**src/rtl/ide_dreq_pkg.sv**
```systemverilog
package ide_dreq_pkg;
  // {mode, dir}
  typedef enum logic [1:0] {
    SEL_MW_RD = 2'b00,
    SEL_MW_WR = 2'b01,
    SEL_UD_RD = 2'b10,
    SEL_UD_WR = 2'b11
  } xfer_sel_e;
endpackage

```
**src/rtl/ide_dreq_cfg_trk.sv**
```systemverilog
module ide_dreq_cfg_trk
  import ide_dreq_pkg::*;
(
  input  logic      clk_i,
  input  logic      rst_ni,
  input  logic      mode_i,
  input  logic      dir_i,
  output xfer_sel_e sel_o,
  output logic      chg_o
);
  xfer_sel_e sel_q;

  assign sel_o = xfer_sel_e'({mode_i, dir_i});
  assign chg_o = (sel_o != sel_q);

  always_ff @(posedge clk_i or negedge rst_ni) begin
    if (!rst_ni) sel_q <= SEL_MW_RD;
    else         sel_q <= sel_o;
  end
endmodule

```
**src/rtl/ide_dreq_burst.sv**
```systemverilog
module ide_dreq_burst #(
  parameter int unsigned BURST = 4,
  localparam int unsigned BW   = $clog2(BURST + 1)
) (
  input  logic clk_i,
  input  logic rst_ni,
  input  logic clr_i,
  input  logic inc_i,
  output logic last_o
);
  localparam logic [BW-1:0] LAST_C = BW'(BURST - 1);
  logic [BW-1:0] cnt_q;

  assign last_o = (cnt_q == LAST_C);

  always_ff @(posedge clk_i or negedge rst_ni) begin
    if (!rst_ni)    cnt_q <= '0;
    else if (clr_i) cnt_q <= '0;
    else if (inc_i) cnt_q <= cnt_q + 1'b1;
  end
endmodule

```
**src/rtl/ide_dreq_rules.sv**
```systemverilog
module ide_dreq_rules
  import ide_dreq_pkg::*;
#(
  parameter int unsigned CNT_W     = 4,
  parameter int unsigned DEPTH     = 8,
  parameter int unsigned WR_THRESH = 4
) (
  input  xfer_sel_e         sel_i,
  input  logic              bus_wr_i,
  input  logic              bus_rd_i,
  input  logic [CNT_W-1:0]  wr_cnt_i,
  input  logic [CNT_W-1:0]  rd_cnt_i,
  input  logic              req_q_i,
  input  logic              burst_last_i,
  output logic              req_n_o,
  output logic              burst_inc_o
);
  localparam logic [CNT_W-1:0] DEPTH_C  = CNT_W'(DEPTH);
  localparam logic [CNT_W-1:0] THRESH_C = CNT_W'(WR_THRESH);

  logic rd_avail, wr_room;
  assign rd_avail = (rd_cnt_i != '0);
  assign wr_room  = (wr_cnt_i < DEPTH_C);

  always_comb begin
    req_n_o     = 1'b0;
    burst_inc_o = 1'b0;
    unique case (sel_i)
      SEL_MW_WR: req_n_o = !bus_wr_i && wr_room;
      SEL_MW_RD: req_n_o = !bus_rd_i && rd_avail;
      SEL_UD_WR: req_n_o = (wr_cnt_i < THRESH_C);
      SEL_UD_RD: begin
        burst_inc_o = req_q_i && bus_rd_i;
        // drop on the closing read of a burst or on an empty FIFO
        req_n_o     = rd_avail && !(burst_inc_o && burst_last_i);
      end
      default: req_n_o = 1'b0;
    endcase
  end
endmodule

```
**src/rtl/ide_dreq.sv**
```systemverilog
module ide_dreq
  import ide_dreq_pkg::*;
#(
  parameter int unsigned FIFO_DEPTH     = 8,
  parameter int unsigned UDMA_WR_THRESH = 4,
  parameter int unsigned UDMA_RD_BURST  = 4,
  localparam int unsigned CNT_W         = $clog2(FIFO_DEPTH + 1)
) (
  input  logic             clk_i,
  input  logic             rst_ni,
  input  logic             en_i,
  input  logic             mode_i,
  input  logic             dir_i,
  input  logic             bus_wr_i,
  input  logic             bus_rd_i,
  input  logic [CNT_W-1:0] wr_cnt_i,
  input  logic [CNT_W-1:0] rd_cnt_i,
  output logic             req_o
);
  xfer_sel_e sel;
  logic cfg_chg, req_q, req_rule, req_n, burst_inc, burst_last, burst_clr;

  ide_dreq_cfg_trk u_cfg (
    .clk_i (clk_i),
    .rst_ni(rst_ni),
    .mode_i(mode_i),
    .dir_i (dir_i),
    .sel_o (sel),
    .chg_o (cfg_chg)
  );

  ide_dreq_rules #(
    .CNT_W    (CNT_W),
    .DEPTH    (FIFO_DEPTH),
    .WR_THRESH(UDMA_WR_THRESH)
  ) u_rules (
    .sel_i       (sel),
    .bus_wr_i    (bus_wr_i),
    .bus_rd_i    (bus_rd_i),
    .wr_cnt_i    (wr_cnt_i),
    .rd_cnt_i    (rd_cnt_i),
    .req_q_i     (req_q),
    .burst_last_i(burst_last),
    .req_n_o     (req_rule),
    .burst_inc_o (burst_inc)
  );

  assign req_n     = en_i && !cfg_chg && req_rule;
  // restart the burst on disable, reconfiguration or a fresh rise
  assign burst_clr = !en_i || cfg_chg || (req_n && !req_q);

  ide_dreq_burst #(.BURST(UDMA_RD_BURST)) u_burst (
    .clk_i (clk_i),
    .rst_ni(rst_ni),
    .clr_i (burst_clr),
    .inc_i (burst_inc),
    .last_o(burst_last)
  );

  always_ff @(posedge clk_i or negedge rst_ni) begin
    if (!rst_ni) req_q <= 1'b0;
    else         req_q <= req_n;
  end

  assign req_o = req_q;
endmodule

```
**config.mk**
```make
export PLATFORM = sky130hd
export DESIGN_NAME = ide_dreq
export DESIGN_NICKNAME = d
export VERILOG_FILES = /design/src/rtl/ide_dreq_pkg.sv /design/src/rtl/ide_dreq_cfg_trk.sv /design/src/rtl/ide_dreq_burst.sv /design/src/rtl/ide_dreq_rules.sv /design/src/rtl/ide_dreq.sv
export SDC_FILE = /design/constraint.sdc
export NUM_CORES = 1
export LEC_CHECK = 0
export ABC_AREA = 1
export ABC_CLOCK_PERIOD_IN_PS = 3800
export BUFFER_PORTS_ARGS = -buffer_cell sky130_fd_sc_hd__buf_2
export CAP_MARGIN = 20
export CORE_AREA = 2 2 39 41
export DETAILED_ROUTE_END_ITERATION = 6
export DIE_AREA = 0 0 41 43
export HOLD_SLACK_MARGIN = 0.02
export MAX_ROUTING_LAYER = met4
export PLACE_DENSITY_LB_ADDON = 0.05
export SKIP_CTS_REPAIR_TIMING = 1
export SYNTH_ARGS = -nofsm -noshare
export SYNTH_HDL_FRONTEND = slang
export SYNTH_HIERARCHICAL = 1
export SYNTH_SLANG_ARGS = --single-unit
export TNS_END_PERCENT = 100
```
**constraint.sdc**
```tcl
create_clock -name clk_i -period 3.8 [get_ports clk_i]
set_input_delay 1.14 -clock clk_i [delete_from_list [all_inputs] [get_ports clk_i]]
set_output_delay 1.14 -clock clk_i [all_outputs]
set_load 0.01 [all_outputs]
```
==> impl_metrics.prom <==
# TYPE chip_impl_metric gauge
chip_impl_info{name="run_status",value="finished clean"} 1
chip_impl_metric{name="post_syn_area",unit="µm²"} 378
chip_impl_metric{name="vias",unit=""} 347
chip_impl_info{name="top_layer_used",value="met3"} 1
chip_impl_metric{name="max_cap_viol_count",unit=""} 0
chip_impl_metric{name="ir_drop",unit="V"} 0.000140
chip_impl_metric{name="wl_met3",unit="µm"} 17
chip_impl_metric{name="boundaryPins",unit=""} 16
chip_impl_metric{name="timing.critical_path.fanout_max",unit=""} 4
chip_impl_metric{name="layout-drive-gt1-share",unit=""} 0.279
chip_impl_metric{name="critical_path_arrival",unit="ns"} 0.79
chip_impl_info{name="synthFlopType",value="dfrtp_1"} 1
chip_impl_metric{name="placeableCoreArea",unit="µm²"} 1380
chip_impl_metric{name="syn_nets",unit=""} 71
chip_impl_info{name="critPathSlowestCell",value="dfrtp_1"} 1
chip_impl_metric{name="ff2ff_setup_slack",unit="ns"} 2.32
chip_impl_metric{name="largest_net_degree_at_the_start_of_global_routing",unit=""} 7
chip_impl_metric{name="initial_antenna_violation_count",unit=""} 0
chip_impl_metric{name="postRouteAntennaNets",unit=""} 0
chip_impl_metric{name="cts_htree_levels",unit=""} 1
chip_impl_metric{name="final_period_minus_worst_setup_slack",unit="ns"} 1.93
chip_impl_metric{name="initialDrtViolationCount",unit=""} 5
chip_impl_info{name="critPathCaptureType",value="primary output"} 1
chip_impl_metric{name="dr_wl_met2",unit="µm"} 318
chip_impl_info{name="critPathLaunchType",value="register"} 1
chip_impl_metric{name="static-leakage-power",unit="nW"} 0.293
chip_impl_metric{name="wire_per_inst",unit="µm"} 8.10
chip_impl_metric{name="power",unit="W"} 0.000143
chip_impl_metric{name="grt_util_all_layers",unit=""} 0.106
chip_impl_metric{name="synth-seq-area-share",unit=""} 0.397
chip_impl_metric{name="wirelength",unit="µm"} 680
chip_impl_metric{name="power_density",unit="nW/µm²"} 303
chip_impl_metric{name="synth_warnings",unit=""} 6
chip_impl_metric{name="rows",unit=""} 14
chip_impl_metric{name="critical_path_data_required_time",unit="ns"} 2.66
chip_impl_metric{name="nFillCells",unit=""} 161
chip_impl_metric{name="tns",unit="ns"} 0
chip_impl_info{name="netlist_top_cells_count",value="nand2_1 (17), inv_1 (11), dfrtp_1 (6), nand3_1 (6), nor2_1 (5)"} 1
chip_impl_metric{name="grt_pass1_wl",unit="µm"} 1270
chip_impl_metric{name="synth.top_cell.area_share",unit=""} 0.397
chip_impl_metric{name="synth_seq_cells",unit=""} 6
chip_impl_metric{name="synth_cell_type_count",unit=""} 12
chip_impl_metric{name="floorplan.die.width",unit="µm"} 41
chip_impl_info{name="leading_post_synthesis_cells_by_cell_area",value="dfrtp_1 (40%), nand2_1 (17%), inv_1 (11%)"} 1
chip_impl_metric{name="antenna_cells",unit=""} 0
chip_impl_metric{name="synthesis.area_per_instance",unit="µm²"} 7.00
chip_impl_metric{name="timing.max_slew.rel_slack",unit=""} 0.796
chip_impl_metric{name="port-buffer-count",unit=""} 13
chip_impl_metric{name="finalSetupViolCount",unit=""} 0
chip_impl_metric{name="layout-area-overhead-vs-synth",unit="%"} 24.5
chip_impl_metric{name="layout.nets",unit=""} 87
chip_impl_info{name="post-synth-top-count-cell",value="nand2_1"} 1
chip_impl_metric{name="skew_pair_late_insertion_delay",unit="ns"} 0.24
chip_impl_metric{name="final_hold_slack",unit="ns"} 0.478
chip_impl_metric{name="finalHoldViolCount",unit=""} 0
chip_impl_metric{name="tightestPinTransition",unit="ns"} 0.305
chip_impl_metric{name="post-dp-hpwl",unit="µm"} 580
chip_impl_metric{name="number_of_cells_produced_by_synthesis",unit=""} 54
chip_impl_metric{name="fp.dieArea",unit="µm²"} 1760
chip_impl_metric{name="clock.fmax",unit="MHz"} 518
chip_impl_info{name="clock-root-buffer",value="clkbuf_4"} 1
chip_impl_metric{name="cts.path.max_buffers",unit=""} 2
chip_impl_metric{name="numClockSinks",unit=""} 6
chip_impl_metric{name="viasPerCell",unit=""} 4.13
chip_impl_info{name="cp_top_family",value="flip-flops"} 1
chip_impl_info{name="cts_tree",value="yes"} 1
chip_impl_metric{name="detail_route.drc_violations",unit=""} 0
chip_impl_metric{name="synth_enable_flop_cells",unit=""} 0
chip_impl_metric{name="via_count_of_the_first_global_routing_pass",unit=""} 320
chip_impl_metric{name="route.layer.met1.wl",unit="µm"} 343
chip_impl_metric{name="first_pass_iters",unit=""} 2
chip_impl_info{name="rsz0062_at_grt",value="no"} 1
chip_impl_info{name="critical_path_class",value="reg -> out"} 1
chip_impl_metric{name="tritoncts_buffers",unit=""} 3
chip_impl_metric{name="starting_density_of_the_core",unit=""} 0.273
chip_impl_info{name="yosys.area.top_type",value="dfrtp_1"} 1
chip_impl_metric{name="final_cycle_utilization_of_the_critical_path",unit=""} 0.508
chip_impl_metric{name="timing.critical_path.buf_inv",unit=""} 1
chip_impl_metric{name="cpPeakStageDelay",unit="ns"} 0.40
chip_impl_metric{name="synth-async-reset-ratio",unit=""} 1.00
chip_impl_metric{name="die_height",unit="µm"} 43
chip_impl_metric{name="gp_congestion",unit=""} 0.672
chip_impl_info{name="cp_cell_instances",value="buf_2"} 1
chip_impl_metric{name="clk_transition_reported_paths",unit="ns"} 0.05
chip_impl_metric{name="globalRoute.totalOverflow",unit=""} 0
chip_impl_metric{name="finalClockSkew",unit="ns"} 0.00528
chip_impl_metric{name="timing.final.max_slew_violations",unit=""} 0
chip_impl_info{name="hold_path.class",value="reg -> reg"} 1
worst paths after layout:
kind                                    end  cells past startpoint             start
max                                   req_o                      1             req_o
min                        u_burst/cnt_q[2]                      2  u_burst/cnt_q[2]
max reg2reg                u_burst/cnt_q[2]                     10  u_burst/cnt_q[0]
min reg2reg                u_burst/cnt_q[2]                      2  u_burst/cnt_q[2]
max in group asynchronous    u_cfg/sel_q[1]                      1            rst_ni
min in group asynchronous    u_cfg/sel_q[0]                      1            rst_ni
worst min-delay path, stage by stage, from the launching register on:
cell     delay (ns)
dfrtp_1        0.34
nand2_1        0.05
nand2_1        0.05
where the power goes:
part           internal [W]  leakage (nW)  switching (W)
Combinational    0.00000896         0.200      0.0000108
Clock             0.0000356        0.0138      0.0000209
Sequential        0.0000656        0.0790    0.000000816
Total              0.000110         0.293      0.0000325
through the flow:
step	setup WS (ns)	instance area (µm²)	util	std cells
after floorplan	1.90	378	-	54
after global placement	1.71	448	0.324	81
after detailed placement	1.71	448	0.324	81
after CTS	1.86	470	0.340	84
after global routing	1.82	470	0.340	84
final	1.87	470	0.340	84
cell usage in the layout (no fill, tap or decap):
cell | netlist | layout
inv_2 | 1 | 1
clkbuf_4 | 0 | 3
inv_1 | 11 | 11
nand4_1 | 1 | 1
nor2_1 | 5 | 5
a21oi_2 | 1 | 1
nor2_2 | 1 | 1
nand3_1 | 6 | 6
buf_2 | 0 | 13
ha_1 | 2 | 2
nand2_1 | 17 | 17
dfrtp_1 | 6 | 6
xnor2_1 | 1 | 1
final cells by class:
type                            count  area [µm²]  share of cell area
Clock buffer                        3        22.5              0.0479
Inverter                           12        45.0              0.0957
Multi-Input combinational cell     34         168               0.356
Sequential cell                     6         150               0.319
Tap cell                           16        20.0              0.0426
Timing Repair Buffer               13        65.1               0.138
registers in the layout (all words and copies together), names as in the netlist:
register / cells
u_cfg/sel_q: 2
req_o: 1
u_burst/cnt_q: 3
cell families after synthesis:
logic type / after synthesis / synth area share
AO/OA/AOI/OAI: 1 / 0.0232
XOR/XNOR: 1 / 0.0232
adder cells (fa/ha/maj): 2 / 0.0662
buffers and inverters: 14 / 0.159
flip-flops: 6 / 0.397
AND/OR/NAND/NOR: 30 / 0.331
routing by layer:
| metal | GRT usage | up-vias |
|---|---|---|
| li1 | - | 190 |
| met1 | 0.138 | 154 |
| met2 | 0.150 | 3 |
| met3 | 0.0471 | 0 |
| met4 | 0.0200 | 0 |
| met5 | - | - |
(Power assumes the default switching activity.)
